<file path="src/rtl/alarm_unit.sv">
module alarm_unit #(
  parameter int AW = 3
) (
  input  logic          clk,
  input  logic          rst_n,
  input  logic          bus_we,
  input  logic [AW-1:0] bus_addr,
  input  logic [7:0]    bus_wdata,
  output logic [7:0]    bus_rdata,
  input  logic          sec_tick,
  input  logic [6:0]    now_sec,
  input  logic [6:0]    now_min,
  input  logic [5:0]    now_hour,
  input  logic [5:0]    now_date,
  output logic          alarm_irq
);
  localparam logic [AW-1:0] OFS_SEC  = AW'(0);
  localparam logic [AW-1:0] OFS_MIN  = AW'(1);
  localparam logic [AW-1:0] OFS_HOUR = AW'(2);
  localparam logic [AW-1:0] OFS_DATE = AW'(3);
  localparam logic [AW-1:0] OFS_CTL  = AW'(4);

  logic [7:0] alm_sec, alm_min, alm_hour, alm_date, ctl_reg;
  logic       hit;

  function automatic logic [6:0] bcd_val(input logic [6:0] b);
    return {4'd0, b[6:4]} * 7'd10 + {3'd0, b[3:0]};
  endfunction

  wire ok_ms   = bcd_val(bus_wdata[6:0]) <= 7'd59;
  wire ok_hour = bcd_val({1'b0, bus_wdata[5:0]}) <= 7'd23;
  wire ok_date = bus_wdata[4:0] != 5'd0;

  always_ff @(posedge clk) begin
    if (!rst_n) begin
      alm_sec  <= 8'h00;
      alm_min  <= 8'h00;
      alm_hour <= 8'h00;
      alm_date <= 8'h00;
      ctl_reg  <= 8'h00;
    end else if (bus_we) begin
      if (bus_addr == OFS_SEC  && ok_ms)   alm_sec  <= bus_wdata;
      if (bus_addr == OFS_MIN  && ok_ms)   alm_min  <= bus_wdata;
      if (bus_addr == OFS_HOUR && ok_hour) alm_hour <= bus_wdata;
      if (bus_addr == OFS_DATE && ok_date) alm_date <= bus_wdata;
      if (bus_addr == OFS_CTL)             ctl_reg  <= bus_wdata;
    end
  end

  always_comb begin
    case (bus_addr)
      OFS_SEC:  bus_rdata = alm_sec;
      OFS_MIN:  bus_rdata = alm_min;
      OFS_HOUR: bus_rdata = alm_hour;
      OFS_DATE: bus_rdata = alm_date;
      OFS_CTL:  bus_rdata = ctl_reg;
      default:  bus_rdata = 8'h00;
    endcase
  end

  wire eq_s = alm_sec[6:0]  == now_sec;
  wire eq_m = alm_min[6:0]  == now_min;
  wire eq_h = alm_hour[5:0] == now_hour;
  wire eq_d = alm_date[5:0] == now_date;
  wire [3:0] masks = {alm_date[7], alm_hour[7], alm_min[7], alm_sec[7]};

  always_comb begin
    case (masks)
      4'b0000: hit = eq_s & eq_m & eq_h & eq_d;
      4'b1000: hit = eq_s & eq_m & eq_h;
      4'b1100: hit = eq_s & eq_m;
      4'b1110: hit = eq_s;
      default: hit = 1'b1;
    endcase
  end

  always_ff @(posedge clk) begin
    if (!rst_n) alarm_irq <= 1'b0;
    else        alarm_irq <= sec_tick & ctl_reg[7] & hit;
  end
endmodule


</file>
<file path="config.mk">
export PLATFORM = sky130hd
export DESIGN_NAME = alarm_unit
export DESIGN_NICKNAME = d
export VERILOG_FILES = /design/src/rtl/alarm_unit.sv
export SDC_FILE = /design/constraint.sdc
export NUM_CORES = 1
export LEC_CHECK = 0
export ABC_AREA = 1
export ABC_CLOCK_PERIOD_IN_PS = 2800
export BUFFER_PORTS_ARGS = -buffer_cell sky130_fd_sc_hd__buf_2
export CORE_ASPECT_RATIO = 0.9
export CORE_MARGIN = 1
export CORE_UTILIZATION = 55
export DETAILED_ROUTE_END_ITERATION = 10
export GPL_TIMING_DRIVEN = 1
export PLACE_DENSITY_LB_ADDON = 0.05
export SLEW_MARGIN = 10
export SYNTH_ARGS = -nofsm -noshare
export SYNTH_HDL_FRONTEND = slang
export SYNTH_SLANG_ARGS = --single-unit
</file>
<file path="constraint.sdc">
create_clock -name clk -period 2.8 [get_ports clk]
set_input_delay 0.56 -clock clk [delete_from_list [all_inputs] [get_ports clk]]
set_output_delay 0.56 -clock clk [all_outputs]
set_load 0.05 [all_outputs]
</file>
==> results of run 1 <==
[metrics by stage]
step                      std cells  hold WS [ns]  worst slack, ns
final                           503         0.453            0.266
after global routing            503         0.482            0.124
after CTS                       503         0.455            0.329
after detailed placement        495         0.444            0.295
after global placement          495         0.439            0.320
after floorplan                 392         0.424            0.289
[power groups by stage]
stage                     Combinational [uW]  Sequential, uW  Clock (uW)
after detailed placement                 248             631           0
final                                    251             617         386
after CTS                                249             617         391
after global routing                     286             620         411
after floorplan                          166             626           0
after global placement                   244             630           0
[routing by layer]
metal	vias to the layer above	GRT usage (%)	share of wire (%)
met4	0	10.6	2.9
met3	17	6.96	7.4
met1	1135	42.3	47
met2	89	46.6	42
met5	-	0	0
li1	1341	-	-
[cell type report]
cell class              instances  area (um2)
inverters                      62         234
clock buffers                   6        72.6
well taps                      62        77.6
clock inverters                 2        10.0
repair buffers                 51         260
flip-flops and latches         41         821
multi-input cells             279        1440
fillers                       425        1550
[cells in the final DEF, fill, tap and decap left out]
cell type,Yosys,final
xnor2_1,12,12
nand2_2,1,1
clkinv_2,1,3
o22ai_1,7,7
a21oi_1,25,25
a221oi_1,8,8
ha_1,7,7
nand3_1,16,16
nor2_1,54,54
inv_1,60,60
nand3_2,2,2
a21o_1,1,1
xor2_1,2,2
nand4_1,1,1
nor3_1,1,1
nand3b_1,4,4
o21ai_1,3,3
nor2_2,1,1
fa_1,1,1
inv_2,1,1
buf_2,2,49
a21boi_0,2,2
buf_4,2,2
o21ai_0,24,24
o21bai_1,1,1
clkbuf_8,0,5
clkbuf_1,4,1
nand4_4,2,2
nor3_4,1,1
dfxtp_1,41,41
nand2_1,103,103
[worst min-delay path by stage]
stage	to	slack, ns	depth (start not counted)
final	alarm_irq	0.45	2
after global routing	alarm_irq	0.48	2
after CTS	alarm_irq	0.46	2
after detailed placement	alarm_irq	0.44	2
after global placement	alarm_irq	0.44	2
after floorplan	alarm_irq	0.42	2
[kinds of logic after synthesis]
group | Yosys count | share of synthesized area [%]
adders and majority gates | 8 | 4.21
xor gates and xnor gates | 14 | 4.80
AOI/OAI and AO/OA | 71 | 15.8
DFF | 41 | 32.1
and+or+nand+nor | 186 | 31.4
buffers and inverters | 72 | 11.6
[worst max-delay path: cells and delay by family]
kind            cells  cell delay, ns
simple gates        1            0.22
buf+inv             4            0.63
compound gates      2            0.56
==> qor.yml, run 1 <==
status:
  status: "finished clean"
sta:
  rsz0062_at_grt: "false"
  worst_pin_slew_ns: 0.706
  report.final.slew_viol_count: 0
  fin_skew_ns: 0.00172
  fmaxAchievable_mhz: 395
  finalHoldViolCount: 0
  max_slew_margin_pct: 53.0
  fin_crit_sh_pct: 90.5
  tns_ns: 0
  post-route-min-period_ns: 2.53
  setup_violations: 0
critical_path:
  slowest_stage: "a221oi_1"
  startpoint_type: "input port"
  crit_type: "input port to primary output"
  path_cells: "buf_2, inv_1, nand3_1, inv_1, a221oi_1, o21ai_0, buf_2"
  crit_start: "bus_addr[2]"
  r2r_slack_ns: 1.60
  reg2regPathDepth: 7
  cp-end-kind: "primary output"
  r2r_end: "alarm_irq"
  crit_required_ns: 2.24
  max_stage_delay_ns: 0.40
  critPathArrivalTime_ns: 1.97
  r2r-start: "alm_sec[2]"
  critPathMaxFanout: 6
  crit_end: "bus_rdata[3]"
power:
  p_leak_uw: 0.00144
  ir_drop_mv: 0.253
  clkPwrFrac_pct: 30.8
  swShare_pct: 30.9
  p_seq_share_pct: 49.2
  power.total_uw: 1250
  p_per_area_mw_per_mm2: 431
  power_frac_comb_pct: 20.0
  p_int_uw: 867
  power.net_switching_uw: 388
clock_network:
  htreeDepth: 2
  ctsHoldBuffers: 0
  root_buffer: "clkbuf_8"
  ctsResizeCount: 0
  clkTransAtPathRegs_ns: 0.08
  cts_buffers: 5
  clock_latency_ns: 0.29
  cts_post_setup_buffers_inserted: 0
  cts_tree: "built"
  cts_buffer_depth: 2
  cts_sinks: 41
place:
  gp_congestion: 0.914
  port_buffers: 49
  placed_cell_area_mm2: 0.00283
  dpl.hpwl_mm: 5.09
layout:
  diodes: 0
  area_growth_pct: 14.0
  finalNetCount: 489
  fin_area_mm2: 0.00291
  fin_util_pct: 65.3
  drive_gt1_share_pct: 15.2
logic_synthesis:
  yosys_warnings: 0
  syn_area_mm2: 0.00255
  synth-seq-cells: 41
  yosys.area.top_type_share_pct: 32.1
  synth.area.top_cells: "dfxtp_1, nand2_1, inv_1"
  avgSynthCellArea_um2: 6.51
  synth_cell_types: 31
  async_flop_share_pct: 0
  ys_seq_area_share_pct: 32.1
  synth_ff_type: "dfxtp_1"
  syn_inst: 392
  yosys-top-cells-count: "nand2_1, inv_1, nor2_1, dfxtp_1, a21oi_1"
  syn_nets: 441
  post-synth-top-count-cell: "nand2_1"
  yosysTopAreaCell: "dfxtp_1"
  synth_edf_count: 0
floorplan:
  fp-row-count: 23
  die_w_um: 73.8
  die-area_mm2: 0.00492
  start_util_pct: 57.3
  io_pins: 50
  fp.dieH_um: 66.6
  core_region_area_mm2: 0.00446
worst_hold_path:
  hp-class: "flip-flop to flip-flop"
  hold_start: "ctl_reg[7]"
grt:
  grt_pass1_wl_mm: 11.1
  antenna_found_initial: 0
  grt_overflow: 0
  grt_max_degree: 42
  track_usage_pct: 30.6
  grt_pass1_vias: 2313
job:
  max-cap-violations: 0
drt:
  drc: 0
  drt-pass1-iter-count: 4
  via_count: 2582
  totalWireLength_mm: 6.74
  ant_nets: 0
  vias_per_cell: 5.13
  wl_per_cell_um: 13.4
  dr.first_iter.drc_count: 292
Note: power is estimated with default switching activity, not from simulation.
==> inputs of run 2 (changes only) <==
--- a/config.mk
+++ b/config.mk
@@ -13,7 +13,7 @@
 export CORE_UTILIZATION = 55
 export DETAILED_ROUTE_END_ITERATION = 10
 export GPL_TIMING_DRIVEN = 1
-export PLACE_DENSITY_LB_ADDON = 0.05
+export PLACE_DENSITY = 0.86
 export SLEW_MARGIN = 10
 export SYNTH_ARGS = -nofsm -noshare
 export SYNTH_HDL_FRONTEND = slang
==> run 2 against run 1 <==
  * Fmax is 1.6% higher
  * Register-to-register slack lost 0.02 ns
  * Global-route usage fell by 0.26 points
  * Count of clock-buffer cells in the layout increased by 1
  * Wire length grew 1.8%
  * Clock skew grew 0.0028 ns
  * Final area down 0.13%
  * Sequential share of layout area about the same
  * Critical path depth is the same
  * Highest routed layer unchanged
==> qor.yml, run 2 (synthesis results as in run 1) <==
status:
  status: "finished clean"
clock_network:
  root_buffer: "clkbuf_8"
  htreeDepth: 2  # unchanged
  cts_buffer_depth: 2  # unchanged
  clock_latency_ns: 0.29  # about the same
  cts_sinks: 41  # unchanged
  ctsHoldBuffers: 0  # unchanged
  ctsResizeCount: 0  # unchanged
  cts_post_setup_buffers_inserted: 0  # unchanged
  cts_buffers: 5  # unchanged
  clkTransAtPathRegs_ns: 0.07  # about the same
  cts_tree: "built"
layout:
  layout_common_cells: "nand2_1, inv_1, nor2_1"
  diodes: 0  # unchanged
  drive_gt1_share_pct: 14.8  # -0.39 points
  final_common_cell: "nand2_1"
  finalNetCount: 488  # -0.20%
  area_growth_pct: 13.9
grt:
  track_usage_pct: 30.4  # -0.26 points
  grt_pass1_wl_mm: 11.2  # +0.56%
  grt_overflow: 0  # unchanged
  antenna_found_initial: 0  # unchanged
  grt_pass1_vias: 2524  # +9.1%
  grt_max_degree: 42  # unchanged
floorplan:
  die-area_mm2: 0.00492  # unchanged
  core_region_area_mm2: 0.00446  # unchanged
  die_w_um: 73.8  # unchanged
  fp-row-count: 23  # unchanged
  io_pins: 50  # unchanged
  start_util_pct: 57.3  # unchanged
  fp.dieH_um: 66.6  # unchanged
drt:
  wl_per_cell_um: 13.7  # +2.2%
  totalWireLength_mm: 6.86  # +1.8%
  via_count: 2738  # +6.0%
  drt-pass1-iter-count: 5  # +1
  drc: 0  # unchanged
  ant_nets: 0  # unchanged
  dr.first_iter.drc_count: 306  # +4.8%
  vias_per_cell: 5.47  # +6.5%
sta:
  fin_skew_ns: 0.00455  # +0.00282 ns
  post-route-min-period_ns: 2.49  # -0.0399 ns
  hold_slack_ns: 0.452  # -0.00142 ns
  max_slew_margin_pct: 54.2  # +1.2 points
  finalHoldViolCount: 0  # unchanged
  report.final.slew_viol_count: 0  # unchanged
  worst_pin_slew_ns: 0.687  # -0.0186 ns
  fin_crit_sh_pct: 89.1  # -1.4 points
  rsz0062_at_grt: "false"
  tns_ns: 0  # unchanged
  setup_violations: 0  # unchanged
  fmaxAchievable_mhz: 401  # +1.6%
critical_path:
  startpoint_type: "input port"
  crit_type: "input port to primary output"
  crit_required_ns: 2.24  # about the same
  critPathArrivalTime_ns: 1.93  # -0.04 ns
  critPathMaxFanout: 8  # +2
  cp-end-kind: "primary output"
power:
  p_per_area_mw_per_mm2: 435  # +0.96%
  p_leak_uw: 0.00144  # -0.38%
  ir_drop_mv: 0.255  # +0.70%
place:
  port_buffers: 49  # unchanged
  dpl.hpwl_mm: 5.17  # +1.6%
  gp_congestion: 0.925  # +1.2%
worst_hold_path:
  hp-class: "flip-flop to flip-flop"
job:
  max-cap-violations: 0  # unchanged
==> run 2: worst paths after layout <==
path	cells past startpoint	slack, ns	to	startpoint
worst min register to register	2	0.45	ctl_reg[6]	ctl_reg[6]
worst min-delay path	2	0.45	ctl_reg[6]	ctl_reg[6]
worst max register to register	9	1.58	alarm_irq	alm_sec[7]
worst max-delay path	7	0.31	bus_rdata[6]	bus_addr[1]
==> run 2: critical path: stages <==
cell and delay, ns:
buf_2 0.13, nor2_1 0.21, nand2_1 0.24, o21ai_0 0.28
a221oi_1 0.08, o21ai_0 0.12, buf_2 0.30
==> run 2: power by group <==
group	total, uW	leakage [uW]	internal (uW)	switching (uW)
registers	618	0.000333	603	14.5
clock network	394	0.0000443	196	198
logic	254	0.00106	89.9	164
==> run 2: area by class of cell <==
| class | instances | area [um2] |
|---|---|---|
| fill | 414 | 1550 |
| multi-input combinational | 279 | 1440 |
| sequential | 41 | 821 |
| timing repair buffer | 50 | 253 |
| inverter | 62 | 234 |
| clock buffer | 7 | 86.3 |
| tap | 62 | 77.6 |
==> run 2: through the flow <==
step | total power [uW] | cells | util (%) | worst slack, ns | cell area [um2]
finish | 1260 | 501 | 65.2 | 0.306 | 2910
global route | 1320 | 501 | 65.2 | 0.236 | 2910
CTS | 1260 | 501 | 65.2 | 0.329 | 2910
detailed placement | 879 | 494 | 63.3 | 0.284 | 2820
global placement | 868 | 494 | 63.3 | 0.348 | 2820
floorplan | 792 | 392 | - | 0.289 | 2550
==> run 2: routing by layer <==
| layer | vias up | track usage, % | part of all wire [%] |
|---|---|---|---|
| li1 | 1336 | - | - |
| met1 | 1215 | 38.4 | 41 |
| met2 | 150 | 49.0 | 44 |
| met3 | 37 | 6.81 | 10 |
| met4 | 0 | 13.9 | 4.5 |
| met5 | - | 0 | 0 |
==> inputs of run 3 (changes only) <==
--- a/config.mk
+++ b/config.mk
@@ -7,10 +7,11 @@
 export LEC_CHECK = 0
 export ABC_AREA = 1
 export ABC_CLOCK_PERIOD_IN_PS = 2800
-export BUFFER_PORTS_ARGS = -buffer_cell sky130_fd_sc_hd__buf_2
+export BUFFER_PORTS_ARGS = -buffer_cell sky130_fd_sc_hd__clkbuf_2
 export CORE_ASPECT_RATIO = 0.9
 export CORE_MARGIN = 1
 export CORE_UTILIZATION = 55
+export CTS_CLUSTER_DIAMETER = 80
 export DETAILED_ROUTE_END_ITERATION = 10
 export GPL_TIMING_DRIVEN = 1
 export PLACE_DENSITY = 0.86
==> run 3 against run 2 <==
  * Utilization increased by 0.67 points
  * Sequential share of layout area shrank 0.29 points
  * Die area did not move
  * Register-to-register slack is essentially flat
  * First-iteration DRC count is 7.8% higher
  * Critical path depth is the same
  * Flip-flop and latch count is the same
  * Final area grew 1.0%
==> qor.yml, run 3 (synthesis results as in run 1) <==
worst_hold_path:
  hp-class: "flip-flop to flip-flop"
  min_to: "ctl_reg[0]"
  whs_path_depth: 2  # unchanged
  hold_start: "ctl_reg[0]"
power:
  p_seq_share_pct: 45.1  # -3.7 points
  p_per_area_mw_per_mm2: 466  # +7.1%
  power.net_switching_uw: 385  # +2.4%
  swShare_pct: 28.1  # -1.6 points
  p_int_uw: 983  # +11%
  ir_drop_mv: 0.294  # +16%
  power_frac_comb_pct: 18.3  # -1.8 points
  p_leak_uw: 0.00145  # +1.0%
  clkPwrFrac_pct: 36.6  # +5.5 points
clock_network:
  ctsHoldBuffers: 0  # unchanged
  cts_sinks: 41  # unchanged
  cts_tree: "built"
  cts_buffer_depth: 2  # unchanged
  root_buffer: "clkbuf_8"
  ctsResizeCount: 0  # unchanged
  cts_buffers: 5  # unchanged
  htreeDepth: 2  # unchanged
  clock_latency_ns: 0.30  # about the same
  clkTransAtPathRegs_ns: 0.08  # about the same
  cts_post_setup_buffers_inserted: 0  # unchanged
layout:
  diodes: 0  # unchanged
  final_common_cell: "nand2_1"
  drive_gt1_share_pct: 15.0  # +0.19 points
  finalNetCount: 488  # unchanged
  fin_area_mm2: 0.00294  # +1.0%
  layout_common_cells: "nand2_1, inv_1, nor2_1"
  area_growth_pct: 15.0
floorplan:
  die_w_um: 73.8  # unchanged
  fp.dieH_um: 66.6  # unchanged
  die-area_mm2: 0.00492  # unchanged
  core_region_area_mm2: 0.00446  # unchanged
  io_pins: 50  # unchanged
  fp-row-count: 23  # unchanged
  start_util_pct: 57.3  # unchanged
critical_path:
  reg2regPathDepth: 9  # unchanged
  cp-end-kind: "primary output"
  cp.depth: 7  # unchanged
  critPathMaxFanout: 8  # unchanged
  critical-path-top-delay-family: "compound AO/OA/AOI/OAI gates"
  crit_required_ns: 2.24  # about the same
  path_cells: "clkbuf_2, nor2_1, nand2_1, o22ai_1, a221oi_1, o21ai_0, clkbuf_2"
  crit_buf_inv: 2  # unchanged
  startpoint_type: "input port"
  r2r-start: "alm_sec[7]"
  r2r_end: "alarm_irq"
  r2r_slack_ns: 1.59  # about the same
  crit_top_cell: "clkbuf_2"
  crit_type: "input port to primary output"
  critPathArrivalTime_ns: 1.93  # about the same
  slowest_stage: "o22ai_1"
  max_stage_delay_ns: 0.30  # about the same
drt:
  ant_nets: 0  # unchanged
  wl_per_cell_um: 13.2  # -3.7%
  drc: 0  # unchanged
  vias_per_cell: 5.24  # -4.1%
  drt-pass1-iter-count: 5  # unchanged
  via_count: 2630  # -3.9%
  totalWireLength_mm: 6.62  # -3.5%
  dr.first_iter.drc_count: 330  # +7.8%
place:
  port_buffers: 49  # unchanged
  placed_cell_area_mm2: 0.00282  # unchanged
  dpl.hpwl_mm: 4.95  # -4.3%
  gp_congestion: 0.848  # -8.4%
  pre_cts_slack_ns: 0.289  # +0.00534 ns
sta:
  fin_crit_sh_pct: 89.1  # about the same
  max_slew_margin_pct: 47.1  # -7.1 points
  worst_pin_slew_ns: 0.793  # +0.106 ns
  setup_violations: 0  # unchanged
  fin_skew_ns: 0.00484  # +0.000291 ns
  fmaxAchievable_mhz: 401  # about the same
  tns_ns: 0  # unchanged
  rsz0062_at_grt: "false"
  report.final.slew_viol_count: 0  # unchanged
  finalHoldViolCount: 0  # unchanged
  post-route-min-period_ns: 2.49  # -0.000820 ns
  setup_ws_ns: 0.307  # +0.000820 ns
grt:
  grt_overflow: 0  # unchanged
  track_usage_pct: 28.9  # -1.5 points
  grt_max_degree: 42  # unchanged
  grt_pass1_vias: 2251  # -11%
  grt_pass1_wl_mm: 10.5  # -5.6%
  antenna_found_initial: 0  # unchanged
status:
  status: "finished clean"
job:
  max-cap-violations: 0  # unchanged
## run 3: changes by cell type in the layout (fill, tap and decap cells not counted)
| cell | before | now |
|---|---|---|
| buf_2 | 49 | 0 |
| clkbuf_2 | 0 | 49 |
| bufinv_16 | 0 | 1 |
## run 3: area by class of cell
cell class,count,area (um2)
Fill cell,414,1520
Sequential cell,41,821
Inverter,62,234
Multi-Input combinational cell,279,1440
Clock buffer,7,86.3
Tap cell,62,77.6
Timing Repair Buffer,50,253
Clock inverter,1,30.0
## run 3: worst reg2reg max path, delay by kind of cell (launching register included)
family	cells	cell delay (ns)
simple gates	7	0.61
flops	1	0.33
compound gates	1	0.11
buf+inv	1	0.10
## run 3: how the worst max path moves through the flow
stage	from	to	slack [ns]
3_3_place_gp	bus_wdata[4]	alm_min[4]	0.33
3_5_place_dp	bus_wdata[4]	alm_hour[6]	0.29
5_1_grt	bus_addr[1]	bus_rdata[5]	0.21
4_1_cts	bus_addr[1]	bus_rdata[5]	0.31
2_1_floorplan	bus_addr[1]	bus_rdata[0]	0.29
6_report	bus_addr[1]	bus_rdata[1]	0.31
## run 3: power by group through the flow
stage | clock (uW) | sequential (uW) | combinational [uW]
2_1_floorplan | 0 | 626 | 166
3_3_place_gp | 0 | 630 | 239
3_5_place_dp | 0 | 630 | 247
4_1_cts | 503 | 617 | 248
5_1_grt | 531 | 619 | 282
6_report | 500 | 617 | 251
## run 3: stage by stage
step | util (%) | hold slack [ns] | total power (uW) | cells
detailed placement | 63.3 | 0.443 | 878 | 494
finish | 65.9 | 0.455 | 1370 | 502
floorplan | - | 0.424 | 792 | 392
global placement | 63.3 | 0.434 | 868 | 494
global route | 65.9 | 0.490 | 1430 | 502
CTS | 65.9 | 0.454 | 1370 | 502
## run 3: layer usage
metal | vias to the layer above | track usage [%] | routed length (um)
li1 | 1338 | - | -
met1 | 1187 | 39.3 | 2890
met2 | 96 | 45.9 | 3040
met3 | 9 | 5.14 | 581
met4 | 0 | 9.62 | 108
met5 | - | 0 | 0
